File: config.mk
export PLATFORM = sky130hd
export DESIGN_NAME = irq_vector_ctrl
export DESIGN_NICKNAME = d
export VERILOG_FILES = /design/src/rtl/pivc_pkg.sv /design/src/rtl/irq_flag_sampler.sv /design/src/rtl/irq_level_arbiter.sv /design/src/rtl/irq_service_tracker.sv /design/src/rtl/irq_vector_ctrl.sv
export SDC_FILE = /design/constraint.sdc
export NUM_CORES = 1
export LEC_CHECK = 0
export BUFFER_PORTS_ARGS = -buffer_cell sky130_fd_sc_hd__buf_2
export CAP_MARGIN = 40
export CORE_MARGIN = 1.5
export CORE_UTILIZATION = 45
export CTS_BUF_LIST = sky130_fd_sc_hd__clkbuf_4
export DETAILED_ROUTE_END_ITERATION = 8
export PLACE_DENSITY = 0.79
export SYNTH_ARGS = -nofsm -noshare
export SYNTH_HDL_FRONTEND = slang
export SYNTH_SLANG_ARGS = --single-unit
File: constraint.sdc
create_clock -name clk -period 10.9 [get_ports clk]
set_input_delay 0.545 -clock clk [delete_from_list [all_inputs] [get_ports clk]]
set_output_delay 0.545 -clock clk [all_outputs]
set_load 0.05 [all_outputs]
File: src/rtl/pivc_pkg.sv
package pivc_pkg;
    localparam int LVL_W   = 2;
    localparam int NUM_LVL = 1 << LVL_W;

    typedef logic [LVL_W-1:0] lvl_t;

    typedef enum logic [0:0] {
        ST_RUN  = 1'b0,
        ST_CALL = 1'b1
    } pivc_state_e;
endpackage

File: src/rtl/irq_flag_sampler.sv
module irq_flag_sampler #(
    parameter int N_SRC = 6
) (
    input  logic             clk,
    input  logic             rst_n,
    input  logic [N_SRC-1:0] flags_in,
    output logic [N_SRC-1:0] flags_q
);
    // The poll looks at the value captured one edge earlier.
    always_ff @(posedge clk) begin
        if (!rst_n) flags_q <= '0;
        else        flags_q <= flags_in;
    end
endmodule

File: src/rtl/irq_level_arbiter.sv
module irq_level_arbiter
    import pivc_pkg::*;
#(
    parameter int N_SRC = 6,
    localparam int IDX_W = $clog2(N_SRC)
) (
    input  logic [N_SRC-1:0] flags_q,
    input  logic [N_SRC-1:0] en_mask,
    input  logic             glob_en,
    input  logic [N_SRC-1:0] prio_lo,
    input  logic [N_SRC-1:0] prio_hi,
    output logic             win_valid,
    output logic [IDX_W-1:0] win_idx,
    output lvl_t             win_lvl
);
    logic [N_SRC-1:0] pend;
    lvl_t             src_lvl [N_SRC];

    assign pend = flags_q & en_mask & {N_SRC{glob_en}};

    for (genvar g = 0; g < N_SRC; g++) begin : g_lvl
        assign src_lvl[g] = {prio_hi[g], prio_lo[g]};
    end

    // Scan from the top index down; ">=" lets a lower index take a tie.
    always_comb begin
        win_valid = 1'b0;
        win_idx   = '0;
        win_lvl   = '0;
        for (int i = N_SRC - 1; i >= 0; i--) begin
            if (pend[i] && (!win_valid || src_lvl[i] >= win_lvl)) begin
                win_valid = 1'b1;
                win_lvl   = src_lvl[i];
                win_idx   = IDX_W'(i);
            end
        end
    end
endmodule

File: src/rtl/irq_service_tracker.sv
module irq_service_tracker
    import pivc_pkg::*;
(
    input  logic clk,
    input  logic rst_n,
    input  logic set_en,
    input  lvl_t set_lvl,
    input  logic clr_en,
    output logic svc_any,
    output lvl_t svc_top
);
    logic [NUM_LVL-1:0] in_svc_q;
    logic [NUM_LVL-1:0] top_oh;

    always_comb begin
        svc_any = 1'b0;
        svc_top = '0;
        top_oh  = '0;
        for (int l = 0; l < NUM_LVL; l++) begin
            if (in_svc_q[l]) begin
                svc_any = 1'b1;
                svc_top = lvl_t'(l);
            end
        end
        if (svc_any) top_oh[svc_top] = 1'b1;
    end

    always_ff @(posedge clk) begin
        if (!rst_n) begin
            in_svc_q <= '0;
        end else if (set_en) begin
            in_svc_q[set_lvl] <= 1'b1;
        end else if (clr_en) begin
            in_svc_q <= in_svc_q & ~top_oh;
        end
    end
endmodule

File: src/rtl/irq_vector_ctrl.sv
module irq_vector_ctrl
    import pivc_pkg::*;
#(
    parameter int              N_SRC      = 6,
    parameter int              VEC_W      = 16,
    parameter logic [VEC_W-1:0] VEC_BASE   = 16'h0003,
    parameter int              VEC_STRIDE = 8,
    parameter int              CALL_LEN   = 4,
    localparam int             IDX_W      = $clog2(N_SRC),
    localparam int             CNT_W      = $clog2(CALL_LEN)
) (
    input  logic             clk,
    input  logic             rst_n,
    input  logic [N_SRC-1:0] irq_flags,
    input  logic [N_SRC-1:0] en_mask,
    input  logic             glob_en,
    input  logic [N_SRC-1:0] prio_lo,
    input  logic [N_SRC-1:0] prio_hi,
    input  logic             instr_last,
    input  logic             instr_reti,
    input  logic             instr_cfg_wr,
    output logic             call_req,
    output logic [VEC_W-1:0] vec_addr,
    output logic [N_SRC-1:0] src_ack
);
    localparam logic [CNT_W-1:0] CNT_LAST = CNT_W'(CALL_LEN - 1);

    pivc_state_e      state_q, state_d;
    logic [CNT_W-1:0] cnt_q;
    logic [IDX_W-1:0] idx_q;
    logic [VEC_W-1:0] vec_q;

    logic [N_SRC-1:0] flags_q;
    logic             win_valid;
    logic [IDX_W-1:0] win_idx;
    lvl_t             win_lvl;
    logic             svc_any;
    lvl_t             svc_top;
    logic             poll, blocked, accept;

    irq_flag_sampler #(.N_SRC(N_SRC)) u_sample (
        .clk      (clk),
        .rst_n    (rst_n),
        .flags_in (irq_flags),
        .flags_q  (flags_q)
    );

    irq_level_arbiter #(.N_SRC(N_SRC)) u_arb (
        .flags_q   (flags_q),
        .en_mask   (en_mask),
        .glob_en   (glob_en),
        .prio_lo   (prio_lo),
        .prio_hi   (prio_hi),
        .win_valid (win_valid),
        .win_idx   (win_idx),
        .win_lvl   (win_lvl)
    );

    irq_service_tracker u_svc (
        .clk     (clk),
        .rst_n   (rst_n),
        .set_en  (accept),
        .set_lvl (win_lvl),
        .clr_en  (poll && instr_reti),
        .svc_any (svc_any),
        .svc_top (svc_top)
    );

    // Polls exist only in normal execution; the call itself is never polled.
    assign poll    = (state_q == ST_RUN) && instr_last;
    assign blocked = instr_reti || instr_cfg_wr || (svc_any && (win_lvl <= svc_top));
    assign accept  = poll && win_valid && !blocked;

    always_comb begin
        state_d = state_q;
        unique case (state_q)
            ST_RUN:  if (accept)           state_d = ST_CALL;
            ST_CALL: if (cnt_q == CNT_LAST) state_d = ST_RUN;
            default:                       state_d = ST_RUN;
        endcase
    end

    always_ff @(posedge clk) begin
        if (!rst_n) begin
            state_q <= ST_RUN;
            cnt_q   <= '0;
            idx_q   <= '0;
            vec_q   <= '0;
        end else begin
            state_q <= state_d;
            if (state_q == ST_CALL) cnt_q <= cnt_q + 1'b1;
            else                    cnt_q <= '0;
            if (accept) begin
                idx_q <= win_idx;
                vec_q <= VEC_BASE + VEC_W'(VEC_STRIDE) * VEC_W'(win_idx);
            end
        end
    end

    always_comb begin
        call_req = (state_q == ST_CALL);
        vec_addr = vec_q;
        for (int i = 0; i < N_SRC; i++) begin
            src_ack[i] = call_req && (cnt_q == '0) && (idx_q == IDX_W'(i));
        end
    end
endmodule

== After elaboration in Yosys (flattened, before gate mapping) ==
Cells that the tools add are included.

* Flip-flop bits (word level): 32
* Latch bits: 0
* RAM bits: 0
* Memory bits (read-only): 0
* Output and inout port bits: 23
* Word-level logic and storage cells: 101
* Memories kept: 0

* Add/subtract/negate cells: 2
* Multiply operators: 0
* Divide/modulo/power cells: 0
* Magnitude comparators: 10
* Equal/unequal tests: 6
* Shifts and indexed selects: 0
* Muxes and demuxes: 35
* Bitwise operators: 6
* Reductions and logical operators: 36

{| class="wikitable"
|+ Operators by type and width
! cell !! number
|-
| 1-bit logical AND || 19
|-
| 3-bit 2-to-1 mux || 6
|-
| 2-bit 2-to-1 mux || 8
|-
| 1-bit 2-to-1 mux || 15
|-
| 6-bit AND || 2
|-
| 4-bit 2-to-1 mux || 3
|-
| 2-bit greater-or-equal comparator || 5
|-
| 2-bit by 6-bit adder with 7-bit output (first input constant) || 1
|-
| 1-bit logical OR || 7
|-
| 3-bit by 2-bit equality test with 1-bit output (second input constant) || 2
|-
| 3-bit equality test (second input constant) || 2
|-
| 1-bit zero test || 6
|-
| 2-bit by 3-bit less-than comparator with 1-bit output (second input constant) || 2
|-
| 4-bit AND || 1
|-
| 1-bit demux with 2-bit select || 2
|-
| 2-bit by 1-bit greater-or-equal comparator with 1-bit output (second input constant) || 2
|-
| 4-bit NOT || 1
|-
| 4-bit bitwise OR || 1
|-
| 3-bit by 1-bit equality test with 1-bit output (second input constant) || 1
|-
| 3-bit zero test || 1
|-
| 2-bit by 1-bit adder with 2-bit output (second input constant) || 1
|-
| 2-bit equality test (second input constant) || 1
|-
| 2-bit <= comparator || 1
|-
| 2-bit zero test || 1
|-
| other kinds (4) || 4
|}

== Depth between registers and ports, before layout ==
* Depth after elaboration: 30
* Mapped depth: 38

== Cells and area by module ==
From an unflattened synthesis, not the netlist that was laid out.

* Cell total of the unflattened synthesis: 179
* Area, all modules: 1,450.1 um^2

{| class="wikitable"
|+ Modules (own cells, without submodules)
! module !! times used !! cells each !! area each (um^2) !! seq. area each (um^2)
|-
| irq_level_arbiter || 1 || 84 || 596.8 || 0.0
|-
| irq_vector_ctrl || 1 || 62 || 506.7 || 140.1
|-
| irq_service_tracker || 1 || 21 || 188.9 || 80.1
|-
| irq_flag_sampler || 1 || 12 || 157.7 || 120.1
|}

== Least setup slack after synthesis ==
Ideal clock, no wire load.

* Path kind: input-to-reg
* Start: input port glob_en
* End: register u_svc.in_svc_q[2]
* Library setup time: 0.117 ns
* Arrival time: 8.018 ns
* Setup slack: 2.765 ns
* Stages on the path: 37
* Cells stage by stage: clkbuf_1 -> clkbuf_1 -> and4_1 -> ha_1 -> nand2b_1 -> a211oi_1 -> o21ai_0 -> and2_1 -> ha_1 -> nand2b_1 -> a211oi_1 -> o221ai_1 -> o211a_1 -> ha_1 -> nand2b_1 -> a211o_1 -> nand4_1 -> o2111ai_1 -> o21ai_0 -> ha_1 -> nand2b_1 -> a221oi_1 -> nor3b_4 -> mux2_2 -> ha_1 -> nand2b_1 -> a21oi_1 -> a211oi_1 -> a31o_1 -> a31oi_2 -> ha_1 -> nor2b_1 -> o21ai_0 -> o21ai_1 -> o2111ai_1 -> a21boi_0 -> a32o_1

* Cells in the longest elaborated chain, start to end: 28
* Elaborated cells between the ends (all ways): 47
* Those cells by class: order compare (8); mux (15); bitwise (2); reduce/logical (22)

{| class="wikitable"
|+ Ends and longest elaborated chain
! element !! line !! source
|-
| start, declared || irq_vector_ctrl.sv:16 || <nowiki>input logic glob_en,</nowiki>
|-
| 6-bit AND * || irq_level_arbiter.sv:19 || <nowiki>assign pend = flags_q & en_mask & {N_SRC{glob_en}};</nowiki>
|-
| 2-bit 2-to-1 mux or 1-bit 2-to-1 mux (tied branches) || irq_level_arbiter.sv:31 || <nowiki>if (pend[i] && (!win_valid || src_lvl[i] >= win_lvl)) begin</nowiki>
|-
| 2-bit greater-or-equal comparator or 1-bit zero test (tied branches) || irq_level_arbiter.sv:31 ||
|-
| 1-bit logical OR || irq_level_arbiter.sv:31 ||
|-
| 1-bit logical AND || irq_level_arbiter.sv:31 ||
|-
| 2-bit 2-to-1 mux or 1-bit 2-to-1 mux (tied branches) || irq_level_arbiter.sv:31 ||
|-
| 2-bit greater-or-equal comparator or 1-bit zero test (tied branches) || irq_level_arbiter.sv:31 ||
|-
| 1-bit logical OR || irq_level_arbiter.sv:31 ||
|-
| [12 not listed] || n/a ||
|-
| 1-bit logical AND || irq_level_arbiter.sv:31 ||
|-
| 2-bit 2-to-1 mux || irq_level_arbiter.sv:31 ||
|-
| 2-bit by 3-bit less-than comparator with 1-bit output (implied by the code) (tied with other cells) || irq_service_tracker.sv:32 || <nowiki>in_svc_q[set_lvl] <= 1'b1;</nowiki>
|-
| 1-bit logical AND (on tied branches) || irq_service_tracker.sv:32, irq_vector_ctrl.sv:71 ||
|-
| 1-bit 2-to-1 mux (implied by the code) or 1-bit logical OR (tied branches) || irq_service_tracker.sv:32, irq_vector_ctrl.sv:71 ||
|-
| 1-bit demux with 2-bit select or 1-bit zero test (tied branches) || n/a ||
|-
| 4-bit bitwise OR (no source line) or 1-bit logical AND (tied branches) || n/a ||
|-
| 4-bit 2-to-1 mux or 2-bit nonzero test (tied branches) || n/a ||
|-
| end signal, assigned || irq_service_tracker.sv:34 || <nowiki>in_svc_q <= in_svc_q & ~top_oh;</nowiki>
|-
| end, declared || irq_service_tracker.sv:12 || <nowiki>logic [NUM_LVL-1:0] in_svc_q;</nowiki>
|}

Mark *: on every way between the ends. The rest lies on a longest branch, timed or not.
A chain may end at the register's enable or synchronous reset.

== Final worst setup path ==
Ends and elaborated chain as after synthesis.

==> key figures <==
CTS
  • CTS resizes: 0
  • H-tree depth: 1
  • Clock root buffer: clkbuf_4
  • Sink Count: 17
  • Clk_lat worst skew: 280 ps
  • CTS tree: built
  • Worst-path clk slew: 90 ps
  • Clock tree buffer depth: 2
  • Total CTS buffers: 3
  • Hold buffers post-CTS: 0
  • Post-CTS Setup Bufs: 0

Drt
  • # DRC: 0
  • DRT Pass-1 Iters: 4
  • Drt wl/cell: 11.56 um
  • Routed WL: 3063 um
  • DR iter-0 viols: 53
  • Via density: 5.385
  • Vias: 1427
  • Post-route ant nets: 0

STA
  • Max Slew Vio Count: 0
  • Worst-Margin Slew: 592.4 ps
  • Max Clock Skew: 4.508 ps
  • Min Tclk post-route: 8407 ps
  • Setup_tns: 0 ps
  • RSZ-0062 raised after global routing: false
  • Max_slew headroom: 0.6027
  • Max Clk Rate: 0.1189 GHz
  • Tcrit/Tclk final: 0.7713
  • Finish-stage setup viols: 0
  • Final hold violations: 0

GRT
  • Antenna violations before repair: 0
  • First-pass GRT wire length: 5230 um
  • Largest net degree at the start of global routing: 21
  • Vias in the first global route: 1267
  • Total Routing Usage GR: 0.1836
  • Grt ovf: 0

Synthesis
  • EDFF count, synth: 0
  • Synthesized flop and latch total: 17
  • Synthesis Warnings: 0
  • Area leader, netlist: dfxtp_1
  • Top cell type's share of synthesized area: 0.2293
  • Distinct cells, synth: 55
  • Top area cells in the synthesized netlist: dfxtp_1, ha_1, buf_4
  • Register area share after synthesis: 0.2293
  • Cells after Synth: 182
  • Prevailing post-synth register cell: dfxtp_1
  • Post-synthesis instance area: 1484 um2
  • Async S/R FF share, synth: 0
  • Commonest cells post-synth: dfxtp_1, nand2_1, ha_1, buf_4
  • Syn_area_per_cell: 8.153 um2
  • Most numerous cell in the Yosys netlist: dfxtp_1

Die
  • CORE AREA: 3103 um2
  • Die Width: 60.43 um
  • IO Pins: 53
  • Initial Utilization: 0.4782
  • # rows: 20
  • Die Span Y: 60.43 um
  • Die area: 3651 um2

Final layout
  • Layout fillers: 326
  • Ratio of cells with drive above 1 in the final layout: 0.2398
  • Area Overhead vs Synth: 15.01%
  • Final Net Count: 266
  • ANT cells: 0
  • Fin cells: 265

Worst setup path
  • Bufs and invs on worst path: 1
  • Crit path launch type: input pin
  • Top cell by count, worst path: ha_1
  • Worst EP arrival: 8590 ps
  • Critical path class: input pin to flop
  • CP required: 11090 ps
  • Setup crit end kind: flop
  • Slowest stage delay, CP: 540 ps
  • Cell family with most CP delay: compound AO/OA/AOI/OAI gates
  • Worst-path fanout max: 17
  • CP max-delay cell: a211oi_1

Power
  • Combinational fraction of design power: 0.300
  • Worst vdd ir: 0.06326 mV
  • Switching portion of total power: 0.3324
  • PwrDens: 84.16 nW/um2
  • Switching power: 0.00004775 W
  • Internal: 0.00009588 W
  • Seq pwr share: 0.459
  • Leakage: 0.7957 nW
  • Total power: 0.0001436 W
  • Clock power frac: 0.241

Outcome
  • Status: completed

Place
  • PortBufs: 41
  • DP Cell Count: 261
  • DPL Wire Length: 2546 um
  • RePlAce Congestion: 0.8694

Run
  • Max Cap Viol: 0

Worst hold path
  • Hold Crit Class: input pin to flop
==> area by class of cell <==
class / count / area, um2 / share of cell area
timing repair buffer: 41 / 205.2 / 0.1202
multi-input combinational: 149 / 1039 / 0.6085
sequential: 17 / 340.3 / 0.1994
tap: 44 / 55.05 / 0.03226
clock buffer: 4 / 30.03 / 0.01760
inverter: 10 / 37.54 / 0.02199
==> state kept, by name, indices dropped and copies added (netlist names) <==
| signal | cells |
|---|---|
| u_sample.flags_q | 6 |
| u_svc.in_svc_q | 4 |
| idx_q | 3 |
| cnt_q | 2 |
| call_req | 1 |
| vec_addr | 1 |
==> cell usage in the layout (no fill, tap or decap), types with 2 or more instances in the layout <==
cell	netlist	routed
nand2_1	15	15
a21o_1	2	2
a21boi_0	4	4
dfxtp_1	17	17
buf_2	0	41
nor2b_1	4	4
o221ai_1	2	2
clkbuf_4	0	4
or3_1	2	2
a21oi_1	4	4
and3_1	4	4
conb_1	1	11
nand3_1	6	6
nor3_1	3	3
o21a_1	2	2
o211ai_1	2	2
a211oi_1	5	5
inv_1	9	9
and2_1	9	9
o21ai_0	6	6
a31o_1	2	2
o2111ai_1	4	4
and4_1	2	2
ha_1	14	14
or2_2	2	2
nor2_1	8	8
nand4_1	3	3
nand2b_1	7	7
==> routing by layer <==
metal / GRT usage / wire, um / part of all wire
met1: 0.2376 / 1479 / 0.48
met2: 0.3168 / 1445 / 0.47
met3: 0.01706 / 112 / 0.037
met4: 0.07143 / 25 / 0.0082
met5: 0 / 0 / 0
==> power groups by stage <==
stage,sequential [W],clock (W),combinational [W]
finish,0.0000660,0.0000347,0.0000430
CTS,0.0000659,0.0000368,0.0000430
global route,0.0000663,0.0000386,0.0000480
floorplan,0.0000678,0,0.0000341
global placement,0.0000672,0,0.0000424
detailed placement,0.0000674,0,0.0000429
==> worst paths after layout <==
| check | startpoint | slack, ps | cells past startpoint | endpoint |
|---|---|---|---|---|
| worst max-delay path | glob_en | 2490 | 36 | u_svc.in_svc_q[2] |
| worst min-delay path | irq_flags[5] | 460 | 2 | u_sample.flags_q[5] |
| worst max register to register | u_sample.flags_q[5] | 2550 | 35 | u_svc.in_svc_q[2] |
| worst min register to register | vec_addr[1] | 500 | 1 | vec_addr[1] |
==> logic make-up (layout without fill, tap and decap cells) <==
group,after synthesis,after routing,synth area share
AO/OA/AOI/OAI,51,51,0.2698
adder cells (fa/ha/maj),14,14,0.1180
other,1,11,0.002527
flip-flops,17,17,0.2293
AND/OR/NAND/NOR,71,71,0.2698
multiplexers,2,2,0.01433
buffers and inverters,26,55,0.09612
==> per-stage QoR <==
step           hold slack [ps]  instance area [um2]  utilization  setup slack (ps)
4_1_cts                  450.5                 1707       0.5500              2511
5_1_grt                  460.0                 1707       0.5500              1744
3_5_place_dp             480.8                 1677       0.5403              2193
3_3_place_gp             466.8                 1677       0.5403              2273
6_report                 461.9                 1707       0.5500              2493
2_1_floorplan            455.4                 1521            -              2765
No activity file was read; power rests on OpenSTA's default activity.
